File: config.mk
export PLATFORM = sky130hd
export DESIGN_NAME = hostreg_port
export DESIGN_NICKNAME = d
export VERILOG_FILES = /design/src/rtl/hostreg_pkg.sv /design/src/rtl/hostreg_sync.sv /design/src/rtl/hostreg_access.sv /design/src/rtl/hostreg_regs.sv /design/src/rtl/hostreg_rdmux.sv /design/src/rtl/hostreg_port.sv
export SDC_FILE = /design/constraint.sdc
export NUM_CORES = 1
export LEC_CHECK = 0
export BUFFER_PORTS_ARGS = -buffer_cell sky130_fd_sc_hd__buf_2
export CELL_PAD_IN_SITES_DETAIL_PLACEMENT = 0
export CELL_PAD_IN_SITES_GLOBAL_PLACEMENT = 1
export CORE_AREA = 2 2 79 138
export CTS_CLUSTER_DIAMETER = 200
export DETAILED_ROUTE_END_ITERATION = 16
export DIE_AREA = 0 0 81 140
export PLACE_DENSITY = 0.76
export SLEW_MARGIN = 20
export SYNTH_ARGS = -nofsm -noshare
export SYNTH_HDL_FRONTEND = slang
export SYNTH_HIERARCHICAL = 1
export SYNTH_SLANG_ARGS = --single-unit
File: constraint.sdc
create_clock -name clk -period 2.6 [get_ports clk]
set_input_delay 0.26 -clock clk [delete_from_list [all_inputs] [get_ports clk]]
set_output_delay 0.26 -clock clk [all_outputs]
set_load 0.05 [all_outputs]
File: src/rtl/hostreg_pkg.sv
package hostreg_pkg;

    localparam int DATA_W  = 32;
    localparam int HALF_W  = DATA_W / 2;
    localparam int LANES   = 2;
    localparam int LANE_LO = 0;
    localparam int LANE_HI = 1;

    typedef enum logic [1:0] {
        SEL_FIFO   = 2'd0,
        SEL_INDEX  = 2'd1,
        SEL_WINDOW = 2'd2,
        SEL_STATUS = 2'd3
    } reg_sel_e;

    // One synchronized view of the host bus controls.
    typedef struct packed {
        logic           cs_n;
        logic           wr_n;
        logic           rd_n;
        logic [LANES-1:0] lane_n;
        logic [1:0]     adr;
    } bus_ctl_t;

    // Lane release event produced by the access tracker.
    typedef struct packed {
        logic [LANES-1:0] rel;
        logic             is_wr;
        reg_sel_e         sel;
    } host_evt_t;

    localparam bus_ctl_t CTL_IDLE = '{cs_n: 1'b1, wr_n: 1'b1, rd_n: 1'b1,
                                      lane_n: '1, adr: 2'd0};

    function automatic logic [DATA_W-1:0] status_word(logic unf, logic ovf,
                                                       logic empty, logic full);
        logic [DATA_W-1:0] w;
        w = '0;
        w[0] = unf;
        w[1] = ovf;
        w[2] = empty;
        w[3] = full;
        return w;
    endfunction

endpackage

File: src/rtl/hostreg_sync.sv
module hostreg_sync #(
    parameter int          W       = 7,
    parameter int          STAGES  = 2,
    parameter logic [W-1:0] RST_VAL = '1
) (
    input  logic         clk,
    input  logic         rst,
    input  logic [W-1:0] d,
    output logic [W-1:0] q
);
    logic [W-1:0] stg [STAGES];

    always_ff @(posedge clk) begin
        if (rst) begin
            for (int s = 0; s < STAGES; s++) stg[s] <= RST_VAL;
        end else begin
            stg[0] <= d;
            for (int s = 1; s < STAGES; s++) stg[s] <= stg[s-1];
        end
    end

    assign q = stg[STAGES-1];
endmodule

File: src/rtl/hostreg_access.sv
module hostreg_access
    import hostreg_pkg::*;
(
    input  logic      clk,
    input  logic      rst,
    input  bus_ctl_t  ctl,
    output host_evt_t evt
);
    logic             act;
    logic [LANES-1:0] lane_act;
    logic [LANES-1:0] lane_act_q;
    logic             is_wr_q;
    reg_sel_e         sel_q;

    assign act = !ctl.cs_n && (!ctl.wr_n || !ctl.rd_n);

    for (genvar i = 0; i < LANES; i++) begin : g_lane
        assign lane_act[i] = act && !ctl.lane_n[i];
        assign evt.rel[i]  = lane_act_q[i] && !lane_act[i];
    end

    always_ff @(posedge clk) begin
        if (rst) begin
            lane_act_q <= '0;
            is_wr_q    <= 1'b0;
            sel_q      <= SEL_FIFO;
        end else begin
            lane_act_q <= lane_act;
            if (act) begin
                is_wr_q <= !ctl.wr_n;
                sel_q   <= reg_sel_e'(ctl.adr);
            end
        end
    end

    assign evt.is_wr = is_wr_q;
    assign evt.sel   = sel_q;

    // A release can only follow a cycle in which that lane was active.
    p_rel_after_act_r4: assert property (@(posedge clk) disable iff (rst)
        evt.rel[LANE_HI] |-> $past(!ctl.cs_n && !ctl.lane_n[LANE_HI]));
endmodule

File: src/rtl/hostreg_regs.sv
module hostreg_regs
    import hostreg_pkg::*;
#(
    parameter int IDX_W = 8
) (
    input  logic              clk,
    input  logic              rst,
    input  host_evt_t         evt,
    input  logic [DATA_W-1:0] wdata,
    input  logic              fifo_full,
    input  logic              fifo_empty,
    output logic              fifo_push,
    output logic [DATA_W-1:0] fifo_wdata,
    output logic              fifo_pop,
    output logic [IDX_W-1:0]  ind_idx,
    output logic              ind_we,
    output logic [HALF_W-1:0] ind_wdata,
    output logic              err_unf,
    output logic              err_ovf
);
    logic              hit_fifo, hit_index, hit_window, hit_status;
    logic              hi_wr, hi_rd, lo_wr, win_step, stage_ld;
    logic [HALF_W-1:0] stage_lo;

    always_comb begin
        hit_fifo   = evt.sel == SEL_FIFO;
        hit_index  = evt.sel == SEL_INDEX;
        hit_window = evt.sel == SEL_WINDOW;
        hit_status = evt.sel == SEL_STATUS;
        hi_wr      = evt.rel[LANE_HI] &&  evt.is_wr;
        hi_rd      = evt.rel[LANE_HI] && !evt.is_wr;
        lo_wr      = evt.rel[LANE_LO] &&  evt.is_wr;
        stage_ld   = hit_fifo && lo_wr;
        win_step   = hit_window && evt.rel[LANE_LO];

        fifo_push  = hit_fifo && hi_wr && !fifo_full;
        fifo_wdata = {wdata[DATA_W-1:HALF_W],
                      evt.rel[LANE_LO] ? wdata[HALF_W-1:0] : stage_lo};
        fifo_pop   = hit_fifo && hi_rd && !fifo_empty;
        ind_we     = hit_window && lo_wr;
        ind_wdata  = wdata[HALF_W-1:0];
    end

    always_ff @(posedge clk) begin
        if (rst) begin
            stage_lo <= '0;
            ind_idx  <= '0;
            err_unf  <= 1'b0;
            err_ovf  <= 1'b0;
        end else begin
            if (stage_ld) stage_lo <= wdata[HALF_W-1:0];

            if (hit_index && lo_wr) ind_idx <= wdata[IDX_W-1:0];
            else if (win_step)      ind_idx <= ind_idx + 1'b1;

            if (hit_fifo && hi_rd && fifo_empty)        err_unf <= 1'b1;
            else if (hit_status && lo_wr && wdata[0])   err_unf <= 1'b0;

            if (hit_fifo && hi_wr && fifo_full)         err_ovf <= 1'b1;
            else if (hit_status && lo_wr && wdata[1])   err_ovf <= 1'b0;
        end
    end

    p_push_not_full_r6: assert property (@(posedge clk) disable iff (rst)
        fifo_push |-> !fifo_full);
    p_pop_not_empty_r7: assert property (@(posedge clk) disable iff (rst)
        fifo_pop |-> !fifo_empty);
    p_push_pop_excl_r4: assert property (@(posedge clk) disable iff (rst)
        !(fifo_push && fifo_pop));
    p_idx_step_r9: assert property (@(posedge clk) disable iff (rst)
        ind_we |=> ind_idx == $past(ind_idx) + 1'b1);
    p_unf_clear_r10: assert property (@(posedge clk) disable iff (rst)
        $fell(err_unf) |-> $past(evt.rel[LANE_LO] && evt.is_wr && evt.sel == SEL_STATUS));
    p_ovf_clear_r10: assert property (@(posedge clk) disable iff (rst)
        $fell(err_ovf) |-> $past(evt.rel[LANE_LO] && evt.is_wr && evt.sel == SEL_STATUS));
endmodule

File: src/rtl/hostreg_rdmux.sv
module hostreg_rdmux
    import hostreg_pkg::*;
#(
    parameter int IDX_W = 8
) (
    input  logic              cs_n,
    input  logic              rd_n,
    input  logic [1:0]        adr,
    input  logic [LANES-1:0]  lane_n,
    input  logic [DATA_W-1:0] fifo_rdata,
    input  logic [IDX_W-1:0]  ind_idx,
    input  logic [HALF_W-1:0] ind_rdata,
    input  logic              err_unf,
    input  logic              err_ovf,
    input  logic              fifo_empty,
    input  logic              fifo_full,
    output logic [DATA_W-1:0] data_o,
    output logic [LANES-1:0]  data_oe
);
    logic [DATA_W-1:0] word;

    always_comb begin
        word = '0;
        unique case (reg_sel_e'(adr))
            SEL_FIFO:   word = fifo_rdata;
            SEL_INDEX:  word[IDX_W-1:0] = ind_idx;
            SEL_WINDOW: word[HALF_W-1:0] = ind_rdata;
            SEL_STATUS: word = status_word(err_unf, err_ovf, fifo_empty, fifo_full);
            default:    word = '0;
        endcase
    end

    for (genvar i = 0; i < LANES; i++) begin : g_lane
        assign data_oe[i] = !cs_n && !rd_n && !lane_n[i];
        assign data_o[i*HALF_W +: HALF_W] = data_oe[i] ? word[i*HALF_W +: HALF_W] : '0;
    end
endmodule

File: src/rtl/hostreg_port.sv
module hostreg_port
    import hostreg_pkg::*;
#(
    parameter int IDX_W       = 8,
    parameter int SYNC_STAGES = 2
) (
    input  logic              clk,
    input  logic              rst,
    input  logic              host_cs_n,
    input  logic              host_wr_n,
    input  logic              host_rd_n,
    input  logic [1:0]        host_adr,
    input  logic [1:0]        host_lane_n,
    input  logic [31:0]       host_data_i,
    output logic [31:0]       host_data_o,
    output logic [1:0]        host_data_oe,
    output logic              fifo_push,
    output logic [31:0]       fifo_wdata,
    input  logic              fifo_full,
    output logic              fifo_pop,
    input  logic [31:0]       fifo_rdata,
    input  logic              fifo_empty,
    output logic [IDX_W-1:0]  ind_idx,
    output logic              ind_we,
    output logic [15:0]       ind_wdata,
    input  logic [15:0]       ind_rdata
);
    localparam int CTL_W = $bits(bus_ctl_t);

    bus_ctl_t  ctl_raw, ctl_s;
    host_evt_t evt;
    logic      err_unf, err_ovf;

    assign ctl_raw = '{cs_n: host_cs_n, wr_n: host_wr_n, rd_n: host_rd_n,
                       lane_n: host_lane_n, adr: host_adr};

    hostreg_sync #(.W(CTL_W), .STAGES(SYNC_STAGES), .RST_VAL(CTL_IDLE)) u_sync (
        .clk (clk),
        .rst (rst),
        .d   (ctl_raw),
        .q   (ctl_s)
    );

    hostreg_access u_access (
        .clk (clk),
        .rst (rst),
        .ctl (ctl_s),
        .evt (evt)
    );

    hostreg_regs #(.IDX_W(IDX_W)) u_regs (
        .clk        (clk),
        .rst        (rst),
        .evt        (evt),
        .wdata      (host_data_i),
        .fifo_full  (fifo_full),
        .fifo_empty (fifo_empty),
        .fifo_push  (fifo_push),
        .fifo_wdata (fifo_wdata),
        .fifo_pop   (fifo_pop),
        .ind_idx    (ind_idx),
        .ind_we     (ind_we),
        .ind_wdata  (ind_wdata),
        .err_unf    (err_unf),
        .err_ovf    (err_ovf)
    );

    hostreg_rdmux #(.IDX_W(IDX_W)) u_rdmux (
        .cs_n       (host_cs_n),
        .rd_n       (host_rd_n),
        .adr        (host_adr),
        .lane_n     (host_lane_n),
        .fifo_rdata (fifo_rdata),
        .ind_idx    (ind_idx),
        .ind_rdata  (ind_rdata),
        .err_unf    (err_unf),
        .err_ovf    (err_ovf),
        .fifo_empty (fifo_empty),
        .fifo_full  (fifo_full),
        .data_o     (host_data_o),
        .data_oe    (host_data_oe)
    );

    // With select held high for the whole sync delay, no lane can release.
    p_no_event_deselected_r2: assert property (@(posedge clk) disable iff (rst)
        $past(host_cs_n, SYNC_STAGES + 1) && $past(host_cs_n, SYNC_STAGES)
        |-> !fifo_push && !fifo_pop && !ind_we);
endmodule

Word level (Yosys, flattened, before mapping) --
Memory sizes are Yosys's and may differ from the RTL's. Cells that the tools add are included.
Word-level totals: register bits 31, RAM bits 14, input port bits 91, output and inout bits 93, word-level logic and storage cells 78, memories kept 1
Memory list:
- u_sync.stg | words 2, bits a word 7, read ports 2, clocked after Yosys merged registers in 0, wr ports 2, RTL line hostreg_sync.sv:11 | logic [W-1:0] stg [STAGES];
Operators by class: $add $sub $neg 1, eq/ne operators 6, multiplexer cells 17, bitwise gates (word level) 2, reductions and logical operators 44
Operators with widths (number):
- 16-bit two-way mux | 4
- 8-bit one-hot mux with 4 select lines | 1
- 1-bit logical AND | 24
- 8-bit two-way mux | 2
- 8-bit one-hot mux with 2 select lines | 1
- 1-bit logical NOT | 14
- 7-bit two-way mux | 2
- 8-bit by 1-bit adder with 8-bit output, second input constant | 1
- 2-bit equality test, second input constant | 4
- 1-bit two-way mux | 7
- 2-bit nonzero test | 3
- 2-bit by 1-bit equality test with 1-bit output, second input constant | 2
- 2-bit logical NOT | 2
- 1-bit OR | 2
- 1-bit logical OR | 1

Logic depth before layout (Yosys ltp) --
word-level depth 11, gate-level depth with buffers 8, mapped depth without buffers 6

By module --
Netlist, hierarchy kept.
Modules (own cells, without submodules):
- hostreg_regs | instances 1, cells an instance 199, area an instance 1614.0 um^2, seq. area each 520.5 um^2
- hostreg_rdmux | instances 1, cells an instance 73, area an instance 558.0 um^2, seq. area each 0.0 um^2
- hostreg_sync | instances 1, cells an instance 36, area an instance 441.7 um^2, seq. area each 280.3 um^2
- hostreg_access | instances 1, cells an instance 21, area an instance 211.5 um^2, seq. area each 100.1 um^2

Worst setup path before layout --
OpenSTA, ideal clock, no wires.
kind register to output, start point register u_regs.ind_idx[7], end point output port host_data_o[7], arrival 2.041 ns, required time 2.340 ns, path slack 0.299 ns, stages on the path, launching flop included 3, buffers on the path 0, cell sequence dfxtp_1 a211oi_1 a211oi_1
Between the ends: cells in the longest elaborated chain, start to end 2
Ends and longest elaborated chain:
- from (decl) | RTL line hostreg_regs.sv:15 | output logic [IDX_W-1:0] ind_idx,
- from (signal assigned) | RTL line hostreg_regs.sv:53 | if (hit_index && lo_wr) ind_idx <= wdata[IDX_W-1:0];
- from (signal assigned) | RTL line hostreg_regs.sv:54 | else if (win_step) ind_idx <= ind_idx + 1'b1;
- 8-bit one-hot mux with 4 select lines | RTL line hostreg_rdmux.sv:24 | unique case (reg_sel_e'(adr))
- 16-bit two-way mux | RTL line hostreg_rdmux.sv:35 | assign data_o[i*HALF_W +: HALF_W] = data_oe[i] ? word[i*HALF_W +: HALF_W] : '0;
- to (decl) | RTL line hostreg_port.sv:15 | output logic [31:0] host_data_o,
No other way between the ends.

==> summary by stage <==
Routing
The length of routed met3 wiring is 589 µm. The count of antenna-violating nets left after detailed routing is 0. The post-detailed-route via-to-cell ratio is 4.62. The iteration count of the initial detailed-routing pass is 4. The total number of vias is 2,578. The wire length the detailed router placed on met1 is 2820 µm. The detailed router's first-iteration violation count is 53.

The number of DRC violations after detailed routing is 0. Summed over all layers, the routed wires come to 7610 µm. The wire length per cell after detailed routing is 13.6 µm. The met2 routed wirelength is 4040 µm. Signal routing reaches up to met4.

Timing
The tightest hold margin is 0.145 ns. The number of hold violations in the final report is 0. The number of max-slew violations in the final report is 0. The final setup slack of the worst path is 0.319 ns. The share of the cycle needed by the critical path after routing is 87.7%. For the final routed database, the setup TNS stands at 0 ns. Derived from the worst setup path, the maximum achievable clock frequency is 438 MHz. For the pin with the worst max-slew slack, the measured transition is 0.802 ns. Setup violations remaining at the end of the flow were counted as 0. Setup repair after global routing left no endpoint under its margin.

In this run the tightest slew margin relative to its limit is 46.5%. The setup skew after layout is 0.00530 ns. The worst path in the final design needs a cycle of 2.28 ns, including I/O delays and setup.

Setup path
The critical path required time is 2.34 ns. For the worst setup path, the data arrival time is 2.02 ns. The category of the worst setup path capture point is an output pin. The worst setup path is launched from a register.

Of all nets on the critical path, the largest fanout is 17. The critical path class is reg2out.

Cells and area
The total of fill cells in the finished design is 1,090. The final layout contains 522 nets. Summing all non-filler instances in the final layout gives an area of 3510 µm². The utilization after layout is 34.5%. The repair_antennas step left the layout with diodes totalling 0.

Compared with the post-synthesis result, the final layout area differs by 24.2%. The post-route netlist has 45.0% of its cells at a drive strength greater than 1. The most common cell after layout, fill and taps aside is buf_2. In the layout the commonest cells are buf_2 (151), dfxtp_1 (45), nand2_1 (41).

Synth
The average instance in the mapped netlist occupies 8.59 µm². The most instantiated flip-flop cell in the synthesis netlist is dfxtp_1. The sequential fraction of the synthesis area is 31.9%. Counting every net in the synthesized netlist gives 421. After synthesis, the largest area contributor takes up 31.9% of total cell area. Synthesis handed over a netlist of 329 instances.

The flip-flop and latch count after synthesis is 45. Yosys attributes the largest share of cell area to dfxtp_1 (32%), buf_4 (12%), mux2i_1 (6.4%). The synthesized cell area is 2830 µm². Yosys mapped a number of flops with a built-in enable equal to 0. During synthesis, Yosys emitted a total of 6 warnings.

The leading area contributor after synthesis is dfxtp_1. After synthesis, the share of flip-flops with an asynchronous set or reset is 0%. The distinct cell type count after synthesis is 50.

Global routing
The first-pass GRT wire length is 11,800 µm. Entering global routing, the biggest net connects 48 pins. The number of antenna violations at the first check in global routing was 0. The global-route usage over all layers is 13.4%. The leftover overflow at the end of global routing is 0. The via count of the first global-routing pass is 2,403.

Die
The effective utilization at floorplan is 27.8%. After floorplanning, the core was sized to cover 10,200 µm². The die covers 11,300 µm². The floorplan has 49 rows. The die is 140 µm tall. In this run the horizontal extent of the chip is 81 µm. The I/O pin count is 184.

Clock tree
The clock transition time at the flip-flop clock pins of the worst setup and hold paths is 0.06 ns. The cell sitting at the root of the clock tree is a clkbuf_16. CTS built an H-tree with a depth of 2.

Clock latency on the worst-skew pair, taken at its later pin, is 0.29 ns. The CTS tree is done. The number of buffers inserted by hold repair at cts is 0. The tree built by TritonCTS fans out to 45 sinks. The number of buffers added by the clock tree synthesis step is 5. After clock tree synthesis, the setup repair step added 0 buffers.

The clock passes through at most 2 buffers. The number of gates given a new drive strength after cts is 0.

Placed design
The HPWL reported at the end of detailed placement is 5990 µm. The worst-case setup slack after placement is 0.575 ns. The count of buffers added on input and output ports is 151. The placed standard-cell area is 3320 µm². The final RePlAce weighted congestion is 0.805.

Power
The combinational cell fraction of total power is 14.0%. Power spread over the standard cell area amounts to 508 nW/µm². The internal portion of total power is 1340 µW. The standby leakage power is 0.00166 µW. The worst-case IR drop observed on VDD is 364 µV. The part of the power in registers is 39.7%. The switching power summed over all nets is 439 µW. The share of total power consumed by net switching is 24.6%.

The share of total power dissipated in the clock network is 46.2%.

Status
The run finished with clean final reports.

Flow run
The number of max-cap violations is 0.

Min path
The class of the worst hold path is in2reg.
## logic make-up after synthesis
| group | Yosys count | synth area share (%) |
|---|---|---|
| AOI/OAI and AO/OA | 55 | 12.0 |
| and+or+nand+nor | 132 | 26.5 |
| DFF | 45 | 31.9 |
| adders and majority gates | 1 | 0.443 |
| muxes | 35 | 13.3 |
| buffers and inverters | 61 | 15.8 |
## critical path, stage by stage, from the launching register on
cell and delay [ns]:
dfxtp_1 0.36, a21o_2 0.17, o21a_1 0.24, buf_4 0.30, nand2_1 0.12, nor3b_1 0.25
buf_2 0.30
## final cells by class
type / instances / area, µm² / share of cell area (%)
clock buffer: 5 / 125 / 3.57
clock inverter: 3 / 68.8 / 1.96
inverter: 2 / 7.51 / 0.214
multi-input combinational: 223 / 1480 / 42.1
sequential: 45 / 901 / 25.7
tap: 127 / 159 / 4.53
timing repair buffer: 153 / 771 / 22.0
## registers in the layout, indices dropped and copies added (netlist names)
signal	cells
u_access/is_wr_q	1
u_access/lane_act_q	2
u_access/sel_q	2
u_regs/err_ovf	1
u_regs/err_unf	1
u_regs/ind_idx	8
u_regs/stage_lo	16
u_sync/stg	14
## routing by layer
metal / up-vias / track usage (%)
li1: 1290 / -
met1: 1143 / 13.6
met2: 134 / 25.7
met3: 11 / 2.19
met4: 0 / 5.80
met5: - / 0
## power by group through the flow
stage          Clock (µW)  Sequential, µW  Combinational [µW]
2_1_floorplan           0             725                 244
3_3_place_gp            0             723                 250
3_5_place_dp            0             724                 252
4_1_cts               849             708                 253
5_1_grt               877             709                 270
6_report              824             708                 250
## stage by stage
stage	power, µW	cells
3_3_place_gp	973	550
2_1_floorplan	970	329
5_1_grt	1860	558
6_report	1780	558
4_1_cts	1810	558
3_5_place_dp	976	550
## path summary, 6_finish.rpt
check	from	to	slack, ns	cells past startpoint
hold reg to reg	u_sync/stg[0][2]$_SDFF_PP1_	u_sync/stg[0][9]$_SDFF_PP1_	0.40	1
setup / recovery	u_sync/stg[0][12]$_SDFF_PP1_	ind_we	0.32	6
setup reg to reg	u_sync/stg[0][12]$_SDFF_PP1_	u_regs/stage_lo[3]$_SDFFE_PP0P_	0.77	8
hold / removal	host_wr_n	u_sync/stg[0][5]$_SDFF_PP1_	0.15	2
## cell usage after synthesis (2+ instances only)
| cell type | instances |
|---|---|
| dfxtp_1 | 45 |
| buf_4 | 44 |
| nand2_1 | 41 |
| a21oi_1 | 26 |
| mux2i_1 | 18 |
| and2_1 | 17 |
| mux2_2 | 16 |
| nor2_1 | 11 |
| or2_1 | 10 |
| nand2b_1 | 9 |
| a211oi_1 | 8 |
| nand3_1 | 8 |
| buf_2 | 6 |
| buf_6 | 6 |
| nor2b_1 | 5 |
| and2b_2 | 4 |
| nor3_1 | 4 |
| o21ai_0 | 4 |
| o22ai_1 | 4 |
| a2bb2oi_1 | 3 |
| nand4_1 | 3 |
| o21a_1 | 3 |
| a21oi_2 | 2 |
| a22oi_1 | 2 |
| clkbuf_1 | 2 |
| nand4b_1 | 2 |
| nor3_2 | 2 |
| nor3b_1 | 2 |
No activity file was read; power rests on OpenSTA's default activity.
